$ cat config.mk
export PLATFORM = sky130hd
export DESIGN_NAME = fp_umask
export DESIGN_NICKNAME = d
export VERILOG_FILES = /design/src/rtl/fp_umask.sv
export SDC_FILE = /design/constraint.sdc
export NUM_CORES = 1
export LEC_CHECK = 0
export BUFFER_PORTS_ARGS = -buffer_cell sky130_fd_sc_hd__buf_2
export CAP_MARGIN = 5
export CORE_AREA = 3 3 40 42
export DETAILED_ROUTE_END_ITERATION = 7
export DIE_AREA = 0 0 43 45
export GPL_TIMING_DRIVEN = 0
export SYNTH_ARGS = -nofsm -noshare
export SYNTH_HDL_FRONTEND = slang
export SYNTH_SLANG_ARGS = --single-unit
$ cat constraint.sdc
create_clock -name clk -period 0.95 [get_ports clk]
set_input_delay 0.095 -clock clk [delete_from_list [all_inputs] [get_ports clk]]
set_output_delay 0.095 -clock clk [all_outputs]
set_load 0.02 [all_outputs]
$ cat src/rtl/fp_umask.sv
module fp_umask #(
  parameter int REG_W    = 8,
  parameter int FP_IDX_W = 7,
  parameter int LO_FIRST = 2,
  parameter int HI_FIRST = 32
) (
  input  logic                clk,
  input  logic                rst_n,
  input  logic                wr_en,
  input  logic [REG_W-1:0]    wr_data,
  input  logic                cmp_valid,
  input  logic                cmp_fault,
  input  logic [FP_IDX_W-1:0] cmp_idx,
  output logic [REG_W-1:0]    rd_data,
  output logic                upm_en,
  output logic                align_strict
);
  localparam int UP_BIT = 2;
  localparam int AC_BIT = 3;
  localparam int LO_BIT = 4;
  localparam int HI_BIT = 5;
  localparam logic [REG_W-1:0] KEEP =
    REG_W'((1 << UP_BIT) | (1 << AC_BIT) | (1 << LO_BIT) | (1 << HI_BIT));

  logic [REG_W-1:0] mask_q;
  logic [REG_W-1:0] base, set_bits;
  logic             hit, lo_hit, hi_hit;

  assign hit    = cmp_valid && !cmp_fault;
  assign lo_hit = hit && (cmp_idx >= FP_IDX_W'(LO_FIRST)) && (cmp_idx < FP_IDX_W'(HI_FIRST));
  assign hi_hit = hit && (cmp_idx >= FP_IDX_W'(HI_FIRST));

  assign base     = (wr_en ? wr_data : mask_q) & KEEP;
  assign set_bits = (REG_W'(lo_hit) << LO_BIT) | (REG_W'(hi_hit) << HI_BIT);

  always_ff @(posedge clk) begin
    if (!rst_n) mask_q <= '0;
    else        mask_q <= base | set_bits;
  end

  assign rd_data      = mask_q;
  assign upm_en       = mask_q[UP_BIT];
  assign align_strict = mask_q[AC_BIT];
endmodule

Word-level counts from Yosys, hierarchy flattened
Index checks and enable logic that the tools add are counted.
{ "totals": {"ff_bits": 8, "inputBits": 20, "output_inout_bits": 10, "elab_cells": 12} }
{ "op_classes": {"order_cmp": 3, "mux": 1, "n_bitwise": 2, "n_reduce_logical": 5} }
{ "op_table": {"columns": ["op", "count"], "rows": [
  ["bitwise OR 6 x 8 -> 8 bit", 1],
  [">= comparator 7 x 2 -> 1 bit (second input constant)", 1],
  [">= comparator 7 x 6 -> 1 bit (second input constant)", 1],
  ["< comparator 7 x 6 -> 1 bit (second input constant)", 1],
  ["2-to-1 mux 6 bit", 1],
  ["bitwise OR 5 x 6 -> 6 bit", 1],
  ["logical AND 1 bit", 4],
  ["zero test 1 bit", 1]
]} }

Longest topological paths before layout
Gate-level depths: netlist of the first run.
{ "depth": {"word_depth": 6, "ltp_mapped": 3, "depth_no_buf": 3} }

Worst setup path after synthesis of the first run
OpenSTA, ideal clock, no wires.
{ "synth_timing": {"kind": "input-to-reg", "startpoint": "input cmp_idx[1]", "endpoint": "register mask_q[4], in the netlist rd_data[4]", "setup_ps": 119, "arrival_ps": 733, "required_time_ps": 831, "slack_ps": 99, "stages": 3, "path_buffers": 0, "cell_sequence": "or4_1 > nand3_1 > a21boi_1"} }
{ "synth_between": {"elab_chain_len": 5, "word_cells_on_any_way": 6, "cone_classes": "order compare: 2; bitwise: 2; reduce/logical: 2"} }
{ "synth_lines": {"columns": ["item", "line_no", "source"], "rows": [
  ["start, declared", "13", "input logic [FP_IDX_W-1:0] cmp_idx,"],
  [">= comparator 7 x 2 -> 1 bit", "30", "assign lo_hit = hit && (cmp_idx >= FP_IDX_W'(LO_FIRST)) && (cmp_idx < FP_IDX_W'(HI_FIRST));"],
  ["logical AND 1 bit", "30", null],
  ["logical AND 1 bit *", "30", null],
  ["bitwise OR 5 x 6 -> 6 bit *", "34", "assign set_bits = (REG_W'(lo_hit) << LO_BIT) | (REG_W'(hi_hit) << HI_BIT);"],
  ["bitwise OR 6 x 8 -> 8 bit *", "38", "else mask_q <= base | set_bits;"],
  ["end signal, assigned", "38", null],
  ["end, declared", "25", "logic [REG_W-1:0] mask_q;"]
]} }
Every way passes the cells marked *; elsewhere a longest branch is shown, timed or not.
A chain may end at the register's enable or synchronous reset.

Worst setup path in the final report of the first run
{ "layout_timing": {"startpoint": "register mask_q[2], in the netlist rd_data[2]", "endpoint": "output rd_data[2]"} }
{ "layout_rtl": {"columns": ["item", "line_no", "source"], "rows": [
  ["end, declared", "14", "output logic [REG_W-1:0] rd_data,"]
]} }
No word-level cell between the ends.

==> results.py, run 1 <==
metrics = {
    "sta": {
        "achievable-frequency_mhz": 1100,
        "drv_slew": 0,
        "worst_slack_ns": 0.0369,
        "finalClockSkew_ns": 0,
        "period_share": 0.961,
        "setup_viol": 0,
        "timing_hold_violations_final": 0,
        "setup_repair_after_global_routing_missed_its_margin": "false",
        "finalWorstPathRequiredPeriod_ns": 0.913,
        "finalSetupTns_ns": 0,
    },
    "logic_synthesis": {
        "synth_seq_area_share": 0.350,
        "synthesis.area_um2": 229,
        "yosys-top-cells-area": "sky130_fd_sc_hd__dfxtp_1 35%, sky130_fd_sc_hd__buf_4 20%, sky130_fd_sc_hd__mux2i_1 17%, sky130_fd_sc_hd__nor2b_1 8.2%, sky130_fd_sc_hd__a21boi_0 3.3%",
        "yosysTopAreaCellShare": 0.350,
        "synthesis.area_per_instance_um2": 9.16,
        "ys_seq_elements": 4,
        "synth_cell_types": 12,
        "syn_inst": 25,
        "synth_area_leader_cell": "sky130_fd_sc_hd__dfxtp_1",
        "yosysWarnings": 0,
    },
    "clock_tree": {
        "root_cell_of_the_clock_tree": "sky130_fd_sc_hd__clkbuf_4",
        "htreeDepth": 1,
        "cts_num_sinks": 4,
        "skew_pair_late_insertion_delay_ns": 0.23,
        "cts_tree": "done",
        "holdBufCountCts": 0,
        "cts_made_buffers": 3,
        "clkTransAtPathRegs_ns": 0.04,
        "clock_tree.buffer_depth": 2,
    },
    "power": {
        "p_total_mw": 0.518,
        "maximum_resistive_drop_on_vdd_mv": 0.300,
        "cellLeakagePower_nw": 0.216,
        "power-per-cell-area_nw_per_um2": 1370,
    },
    "global_route": {
        "grt_max_degree": 5,
        "antenna_found_initial": 0,
        "grt_first_pass_wirelength_um": 703,
        "groute.usage.overall": 0.0566,
        "vias_in_the_first_global_route": 195,
        "sum_of_overflow_across_all_layers_after_global_routing": 0,
    },
    "placed_design": {
        "place_congestion": 0.607,
        "place.detailed.instances": 62,
        "place.port_buffers": 19,
        "post-place-ws_ns": -0.0319,
    },
    "finish": {
        "final_common_cell": "sky130_fd_sc_hd__buf_2",
        "layout.cells.most_common_list": "19 x sky130_fd_sc_hd__buf_2, 6 x sky130_fd_sc_hd__buf_4, 4 x sky130_fd_sc_hd__mux2i_1, 4 x sky130_fd_sc_hd__conb_1",
        "finalNonFillerCells": 65,
        "max_reg_flops": 4,
        "final_layout_size_suffix_gt1_frac": 0.600,
        "nets": 72,
        "final.fill_count": 140,
        "antenna_fix_cells": 0,
        "areaGrowthSynthToFinish_pct": 65.0,
    },
    "floorplanning": {
        "die_h_um": 45,
        "ios": 30,
        "die-width_um": 43,
        "row_count": 13,
        "area_enclosed_by_the_die_boundary_um2": 1940,
        "area_of_the_core_um2": 1280,
        "floorplan.initialDensity": 0.178,
    },
    "setup_path": {
        "cp_top_family": "flip-flops",
        "timing.critical_path.required_ns": 0.85,
        "critPathMaxStageDelay_ns": 0.34,
        "worst_ep_arrival_time_ns": 0.82,
        "cell_by_cell_trace_of_the_critical_path": "buf_4, buf_2",
        "path_buf_inv": 2,
        "critPathCaptureType": "output port",
        "path_max_fanout": 3,
        "slowest_stage": "sky130_fd_sc_hd__dfxtp_1",
        "crit_path_start_kind": "flip-flop",
        "worst-setup-path-type": "reg -> out",
    },
    "drt": {
        "drt_iter0_markers": 0,
        "drt-vias-per-instance": 3.55,
        "via_count": 231,
        "drt_drc_violations_left": 0,
        "drt_first_pass_iters": 1,
        "wl_per_cell_um": 7.82,
        "wl_um": 508,
        "antenna_violating_nets_post_route": 0,
    },
    "status": {
        "result_of_the_run": "finished clean",
    },
    "worst_hold_path": {
        "worst_hold_path_type": "in -> reg",
    },
    "job": {
        "drv_cap": 0,
    },
}
==> worst register-to-register path, stage by stage, from the launching register on <==
cell and delay (ns):
sky130_fd_sc_hd__dfxtp_1 0.30, sky130_fd_sc_hd__mux2i_1 0.12, sky130_fd_sc_hd__a21boi_0 0.10
==> logic make-up (layout without fill, tap and decap cells) <==
family,count (synthesis),count (layout),share of synthesized area
other,1,4,0.0164
AND/OR/NAND/NOR,6,6,0.153
AO/OA/AOI/OAI,3,3,0.0874
multiplexers,4,4,0.175
flip-flops,4,4,0.350
buffers and inverters,7,29,0.219
==> Yosys cell counts <==
| master | count |
|---|---|
| sky130_fd_sc_hd__a21boi_0 | 1 |
| sky130_fd_sc_hd__a21boi_1 | 1 |
| sky130_fd_sc_hd__buf_4 | 6 |
| sky130_fd_sc_hd__clkbuf_2 | 1 |
| sky130_fd_sc_hd__conb_1 | 1 |
| sky130_fd_sc_hd__dfxtp_1 | 4 |
| sky130_fd_sc_hd__mux2i_1 | 4 |
| sky130_fd_sc_hd__nand3_1 | 1 |
| sky130_fd_sc_hd__nor2_1 | 1 |
| sky130_fd_sc_hd__nor2b_1 | 3 |
| sky130_fd_sc_hd__o21ai_0 | 1 |
| sky130_fd_sc_hd__or4_1 | 1 |
==> layer usage <==
| layer | up-vias | wire length [um] | global-route usage |
|---|---|---|---|
| met4 | 0 | 0 | 0.108 |
| met3 | 0 | 118 | 0.0199 |
| li1 | 123 | - | - |
| met5 | - | 0 | 0 |
| met2 | 22 | 195 | 0.0599 |
| met1 | 86 | 195 | 0.0602 |
==> worst paths after layout <==
check / start / end / slack (ns) / depth (start not counted)
hold / removal: rst_n / rd_data[3] / 0.11 / 2
hold reg to reg: rd_data[3] / rd_data[3] / 0.53 / 2
setup / recovery: rd_data[2] / rd_data[2] / 0.04 / 2
setup reg to reg: rd_data[5] / rd_data[5] / 0.31 / 2
==> per-stage QoR <==
step | hold slack, ns | utilization | cell area [um^2]
after floorplan | 0.223 | - | 240
after global placement | 0.340 | 0.276 | 354
after detailed placement | 0.354 | 0.276 | 354
after CTS | 0.109 | 0.293 | 377
after global routing | 0.130 | 0.294 | 378
final | 0.112 | 0.294 | 378
==> final cells by class <==
cell class,count,area [um^2],share of cell area
timing repair buffer,19,95.1,0.252
sequential,4,81.3,0.215
buffer,7,50.0,0.132
clock buffer,3,22.5,0.0596
tap,15,18.8,0.0497
multi-input combinational,17,110,0.291
==> power by group <==
part / internal (mW) / switching [mW]
sequential: 0.181 / 0.00636
combinational: 0.0630 / 0.0628
clock: 0.141 / 0.0634
total: 0.385 / 0.133
==> repair_timing <==
item,CTS,global route
gates resized for setup,0,1
endpoints found under the setup margin,0,1
setup buffers,0,0
No activity file was read; power rests on OpenSTA's default activity.
==> run 2: changes to the inputs <==
Settings changed: CTS_BUF_LIST set to sky130_fd_sc_hd__clkbuf_16, RECOVER_POWER set to 100.
==> run 2 against run 1 <==
  * Via count decreased by 1.3%
  * Design area up 13%
  * Setup slack got worse by 0.00074 ns
  * Flip-flop and latch count is the same
  * Critical path depth is the same
  * Non-clock buffer count did not move
  * Wire length grew 4.7%
  * Core utilization up 3.8 points
  * Critical path type unchanged
  * Largest cell class unchanged
==> results.py, run 2 (same netlist as run 1, synthesis figures left out) <==
metrics = {
    "global_route": {
        "globalRouteMet1Util": 0.0651,
        "groute.usage.overall": 0.0608,
        "antenna_found_initial": 0,
        "most_congested_layer_reported_by_global_routing": "met4",
        "grt_max_degree": 5,
        "vias_in_the_first_global_route": 198,
        "grt_first_pass_wirelength_um": 745,
        "gr-usage-met2": 0.0599,
        "sum_of_overflow_across_all_layers_after_global_routing": 0,
        "groute.layer.met3.usage": 0.0319,
    },
    "sta": {
        "finalSetupTns_ns": 0,
        "achievable-frequency_mhz": 1090,
        "setup_viol": 0,
        "period_share": 0.962,
        "finalClockSkew_ns": 0,
        "timing_hold_violations_final": 0,
        "worst_slack_ns": 0.0361,
        "setup_repair_after_global_routing_missed_its_margin": "false",
        "drv_slew": 0,
        "finalWorstPathRequiredPeriod_ns": 0.914,
    },
    "finish": {
        "nets": 72,
        "antenna_fix_cells": 0,
        "final_common_cell": "sky130_fd_sc_hd__buf_2",
        "final_layout_size_suffix_gt1_frac": 0.540,
        "max_reg_flops": 4,
        "layout.cells.most_common_list": "15 x sky130_fd_sc_hd__buf_2, 6 x sky130_fd_sc_hd__buf_4, 4 x sky130_fd_sc_hd__mux2i_1, 4 x sky130_fd_sc_hd__conb_1, 4 x sky130_fd_sc_hd__dfxtp_1",
        "areaGrowthSynthToFinish_pct": 86.3,
    },
    "drt": {
        "drt_iter0_markers": 0,
        "drt-vias-per-instance": 3.51,
        "wl_per_cell_um": 8.18,
        "drt_drc_violations_left": 0,
        "wl_um": 532,
        "antenna_violating_nets_post_route": 0,
        "via_count": 228,
        "drt_first_pass_iters": 1,
    },
    "setup_path": {
        "crit_path_start_kind": "flip-flop",
        "regToRegStartpoint": "rd_data[4]",
        "r2r_slack_ns": 0.29,
        "crit-reg2reg-capture": "rd_data[4]",
        "worst-setup-path-type": "reg -> out",
        "timing.critical_path.required_ns": 0.85,
        "path_max_fanout": 3,
        "crit_path_end": "rd_data[2]",
        "worst_ep_arrival_time_ns": 0.82,
        "cp-startpoint": "rd_data[2]",
        "reg2regPathDepth": 2,
        "critPathCaptureType": "output port",
    },
    "placed_design": {
        "post-place-ws_ns": -0.0319,
        "place.port_buffers": 19,
        "place_congestion": 0.607,
    },
    "power": {
        "maximum_resistive_drop_on_vdd_mv": 0.475,
        "power-per-cell-area_nw_per_um2": 2250,
        "cellLeakagePower_nw": 0.230,
        "p_total_mw": 0.959,
    },
    "floorplanning": {
        "die_h_um": 45,
        "die-width_um": 43,
        "ios": 30,
        "floorplan.initialDensity": 0.178,
        "row_count": 13,
        "area_of_the_core_um2": 1280,
        "area_enclosed_by_the_die_boundary_um2": 1940,
    },
    "clock_tree": {
        "cts_setup_buffers": 0,
        "cts_made_buffers": 3,
        "root_cell_of_the_clock_tree": "sky130_fd_sc_hd__clkbuf_16",
        "holdBufCountCts": 0,
        "htreeDepth": 1,
        "skew_pair_late_insertion_delay_ns": 0.22,
        "cts-resized-gates": 0,
        "clkTransAtPathRegs_ns": 0.03,
        "cts_tree": "done",
        "clock_tree.buffer_depth": 2,
        "cts_num_sinks": 4,
    },
    "job": {
        "drv_cap": 0,
    },
    "status": {
        "result_of_the_run": "finished clean",
    },
    "worst_hold_path": {
        "worst_hold_path_type": "in -> reg",
    },
}
## run 2: changes by cell type in the layout (fill, tap and decap cells not counted), sizes merged
cell	delta
buf	-4
clkbuf	+4
## run 2: final cells by class
cell class	count	area [um^2]
plain buffers	7	50.0
clock buffers	3	75.1
fillers	132	858
multi-input cells	17	110
flip-flops and latches	4	80.1
well taps	15	18.8
repair buffers	19	92.6
## run 2: stage by stage
| stage | instances | cell area [um^2] | hold WS (ns) | utilization |
|---|---|---|---|---|
| floorplan | 28 | 240 | 0.223 | - |
| global placement | 62 | 354 | 0.340 | 0.276 |
| detailed placement | 62 | 354 | 0.354 | 0.276 |
| CTS | 65 | 429 | 0.125 | 0.334 |
| global route | 65 | 427 | 0.143 | 0.332 |
| finish | 65 | 427 | 0.124 | 0.332 |
## run 2: power by group
part | switching, mW | internal [mW] | leakage (nW)
sequential | 0.00692 | 0.181 | 0.0331
combinational | 0.0628 | 0.0608 | 0.160
clock | 0.110 | 0.537 | 0.0370
## run 2: critical path, stage by stage, from the launching register on
cell	delay, ns
sky130_fd_sc_hd__dfxtp_1	0.34
sky130_fd_sc_hd__buf_4	0.11
sky130_fd_sc_hd__clkbuf_2	0.15
## run 2: how the worst min path moves through the flow
stage | start | cells after the start | slack (ns) | end
2_1_floorplan | rst_n | 1 | 0.22 | rd_data[2]
6_report | rst_n | 2 | 0.12 | rd_data[3]
4_1_cts | rst_n | 2 | 0.12 | rd_data[3]
5_1_grt | rst_n | 2 | 0.14 | rd_data[3]
3_3_place_gp | rst_n | 2 | 0.34 | rd_data[3]
3_5_place_dp | rst_n | 2 | 0.35 | rd_data[3]
## run 2: routing by layer
metal,vias up,share of wire
met3,0,0.22
li1,123,-
met2,22,0.35
met1,83,0.43
met4,0,0
met5,-,0
==> run 3: changes to the inputs <==
Settings changed: ABC_AREA set to 1.
==> run 3 against run 2 <==
  * Die area unchanged
  * Fmax increased by 0.63%
  * Clock skew stayed put
  * Register-to-register slack got worse by 0.09 ns
  * Hold slack worse by 0.021 ns
  * Setup slack gained 0.0057 ns
  * Sequential share of layout area fell by 0.59 points
  * Area after synthesis up 3.8%
  * Total power is 1.2% higher
  * Design area increased by 3.2%
  * Largest cell class unchanged
==> results.py, run 3 <==
metrics = {
    "logic_synthesis": {
        "synth_cell_types": 11,
        "syn_inst": 37,
        "synthArstFlopShare": 0,
        "synth_flop_cell": "sky130_fd_sc_hd__dfxtp_1",
        "synthesis.area_per_instance_um2": 6.43,
        "synthesis.area_um2": 238,
        "yosysTopAreaCellShare": 0.337,
        "synth_top_cells_by_count": "7 x sky130_fd_sc_hd__nor2_1, 6 x sky130_fd_sc_hd__buf_4, 6 x sky130_fd_sc_hd__inv_1",
        "synth_seq_area_share": 0.337,
        "synth_area_leader_cell": "sky130_fd_sc_hd__dfxtp_1",
        "yosysWarnings": 0,
        "synth.most_common_cell": "sky130_fd_sc_hd__nor2_1",
        "synth_edf_count": 0,
        "yosys-top-cells-area": "sky130_fd_sc_hd__dfxtp_1 34%, sky130_fd_sc_hd__buf_4 19%, sky130_fd_sc_hd__nor2_1 11%, sky130_fd_sc_hd__inv_1 9.5%, sky130_fd_sc_hd__nand2_1 7.9%",
        "ys_seq_elements": 4,
    },
    "clock_tree": {
        "skew_pair_late_insertion_delay_ns": 0.22,
        "cts_num_sinks": 4,
        "clkTransAtPathRegs_ns": 0.03,
        "cts_made_buffers": 3,
        "holdBufCountCts": 0,
        "cts_setup_buffers": 0,
        "root_cell_of_the_clock_tree": "sky130_fd_sc_hd__clkbuf_16",
        "cts-resized-gates": 0,
        "cts_tree": "done",
        "clock_tree.buffer_depth": 2,
        "htreeDepth": 1,
    },
    "finish": {
        "final_common_cell": "sky130_fd_sc_hd__buf_2",
        "areaGrowthSynthToFinish_pct": 85.3,
        "layout.cells.most_common_list": "16 x sky130_fd_sc_hd__buf_2, 7 x sky130_fd_sc_hd__nor2_1, 6 x sky130_fd_sc_hd__inv_1, 6 x sky130_fd_sc_hd__buf_4, 5 x sky130_fd_sc_hd__nand2_1",
        "fin_util": 0.343,
        "antenna_fix_cells": 0,
        "max_reg_flops": 4,
        "final_layout_size_suffix_gt1_frac": 0.429,
        "nets": 85,
    },
    "sta": {
        "period_share": 0.956,
        "finalWorstPathRequiredPeriod_ns": 0.908,
        "finalClockSkew_ns": 0,
        "finalSetupTns_ns": 0,
        "timing_hold_violations_final": 0,
        "drv_slew": 0,
        "worst_slack_ns": 0.0419,
        "achievable-frequency_mhz": 1100,
        "fin_hold_ws_ns": 0.103,
        "setup_repair_after_global_routing_missed_its_margin": "false",
        "setup_viol": 0,
    },
    "global_route": {
        "groute.usage.overall": 0.0707,
        "grt_first_pass_wirelength_um": 972,
        "vias_in_the_first_global_route": 261,
        "sum_of_overflow_across_all_layers_after_global_routing": 0,
        "antenna_found_initial": 0,
        "grt_max_degree": 7,
    },
    "floorplanning": {
        "die-width_um": 43,
        "area_of_the_core_um2": 1280,
        "row_count": 13,
        "die_h_um": 45,
        "area_enclosed_by_the_die_boundary_um2": 1940,
        "floorplan.initialDensity": 0.185,
        "ios": 30,
    },
    "setup_path": {
        "worst-setup-path-type": "reg -> out",
        "r2r_slack_ns": 0.20,
        "crit_path_end": "rd_data[3]",
        "reg2regPathDepth": 3,
        "regToRegStartpoint": "rd_data[5]",
        "crit-reg2reg-capture": "rd_data[5]",
        "worst_ep_arrival_time_ns": 0.81,
        "cp-startpoint": "rd_data[3]",
        "crit_path_start_kind": "flip-flop",
        "critPathCaptureType": "output port",
        "path_max_fanout": 3,
        "timing.critical_path.required_ns": 0.85,
    },
    "drt": {
        "drt_iter0_markers": 1,
        "drt-vias-per-instance": 3.49,
        "wl_per_cell_um": 7.74,
        "drt_first_pass_iters": 2,
        "via_count": 272,
        "wl_um": 604,
        "drt_drc_violations_left": 0,
        "antenna_violating_nets_post_route": 0,
    },
    "power": {
        "maximum_resistive_drop_on_vdd_mv": 0.511,
        "p_total_mw": 0.970,
        "cellLeakagePower_nw": 0.257,
        "power-per-cell-area_nw_per_um2": 2200,
    },
    "status": {
        "result_of_the_run": "finished clean",
    },
    "placed_design": {
        "post-place-ws_ns": 0.204,
        "place.port_buffers": 20,
        "place_hpwl_um": 513,
        "place_congestion": 0.611,
    },
    "worst_hold_path": {
        "worst_hold_path_type": "in -> reg",
        "hold_start": "wr_data[2]",
    },
    "job": {
        "drv_cap": 0,
    },
}
[run 3: cell types whose count changed after synthesis, moves of 2 or more]
cell	delta
sky130_fd_sc_hd__nor2b_1	-3
sky130_fd_sc_hd__nand2_1	+5
sky130_fd_sc_hd__o21ai_0	+2
sky130_fd_sc_hd__inv_1	+6
sky130_fd_sc_hd__a21oi_1	+2
sky130_fd_sc_hd__nor2_1	+6
sky130_fd_sc_hd__mux2i_1	-4
[run 3: layout make-up]
class / instances / area, um^2
repair buffers: 20 / 97.6
well taps: 15 / 18.8
clock buffers: 3 / 75.1
flip-flops and latches: 4 / 80.1
fillers: 146 / 845
plain buffers: 6 / 45.0
inverters: 6 / 22.5
multi-input cells: 24 / 101
[run 3: cells by family after synthesis]
kind of cell,count (synthesis),share of synthesized area
and+or+nand+nor,14,0.237
DFF,4,0.337
buffers and inverters,12,0.284
AOI/OAI and AO/OA,6,0.126
other,1,0.0158
[run 3: metrics by stage]
step | cell area [um^2] | instances
2_1_floorplan | 249 | 40
3_3_place_gp | 368 | 75
3_5_place_dp | 368 | 75
4_1_cts | 443 | 78
5_1_grt | 440 | 78
6_report | 440 | 78
[run 3: worst min-delay path by stage]
stage / end / slack [ns] / cells past startpoint
4_1_cts: rd_data[2] / 0.10 / 3
6_report: rd_data[2] / 0.10 / 3
3_3_place_gp: rd_data[2] / 0.32 / 3
2_1_floorplan: rd_data[4] / 0.23 / 2
5_1_grt: rd_data[2] / 0.14 / 3
3_5_place_dp: rd_data[2] / 0.33 / 3
[run 3: metal layers]
layer | track usage | vias to the layer above | wire [um]
met5 | 0 | - | 0
met4 | 0.0361 | 0 | 0
met3 | 0.0518 | 0 | 71
met2 | 0.114 | 9 | 307
met1 | 0.0673 | 110 | 225
li1 | - | 153 | -
[run 3: where the power goes]
part           internal, mW  total (mW)  switching (mW)  leakage [nW]
registers             0.182       0.189         0.00646        0.0333
clock network         0.537       0.647           0.110        0.0370
logic                0.0609       0.134          0.0734         0.187
[run 3: critical path: stages, from the launching register on]
cell and delay, ns:
sky130_fd_sc_hd__dfxtp_1 0.34, sky130_fd_sc_hd__buf_4 0.11, sky130_fd_sc_hd__buf_2 0.14
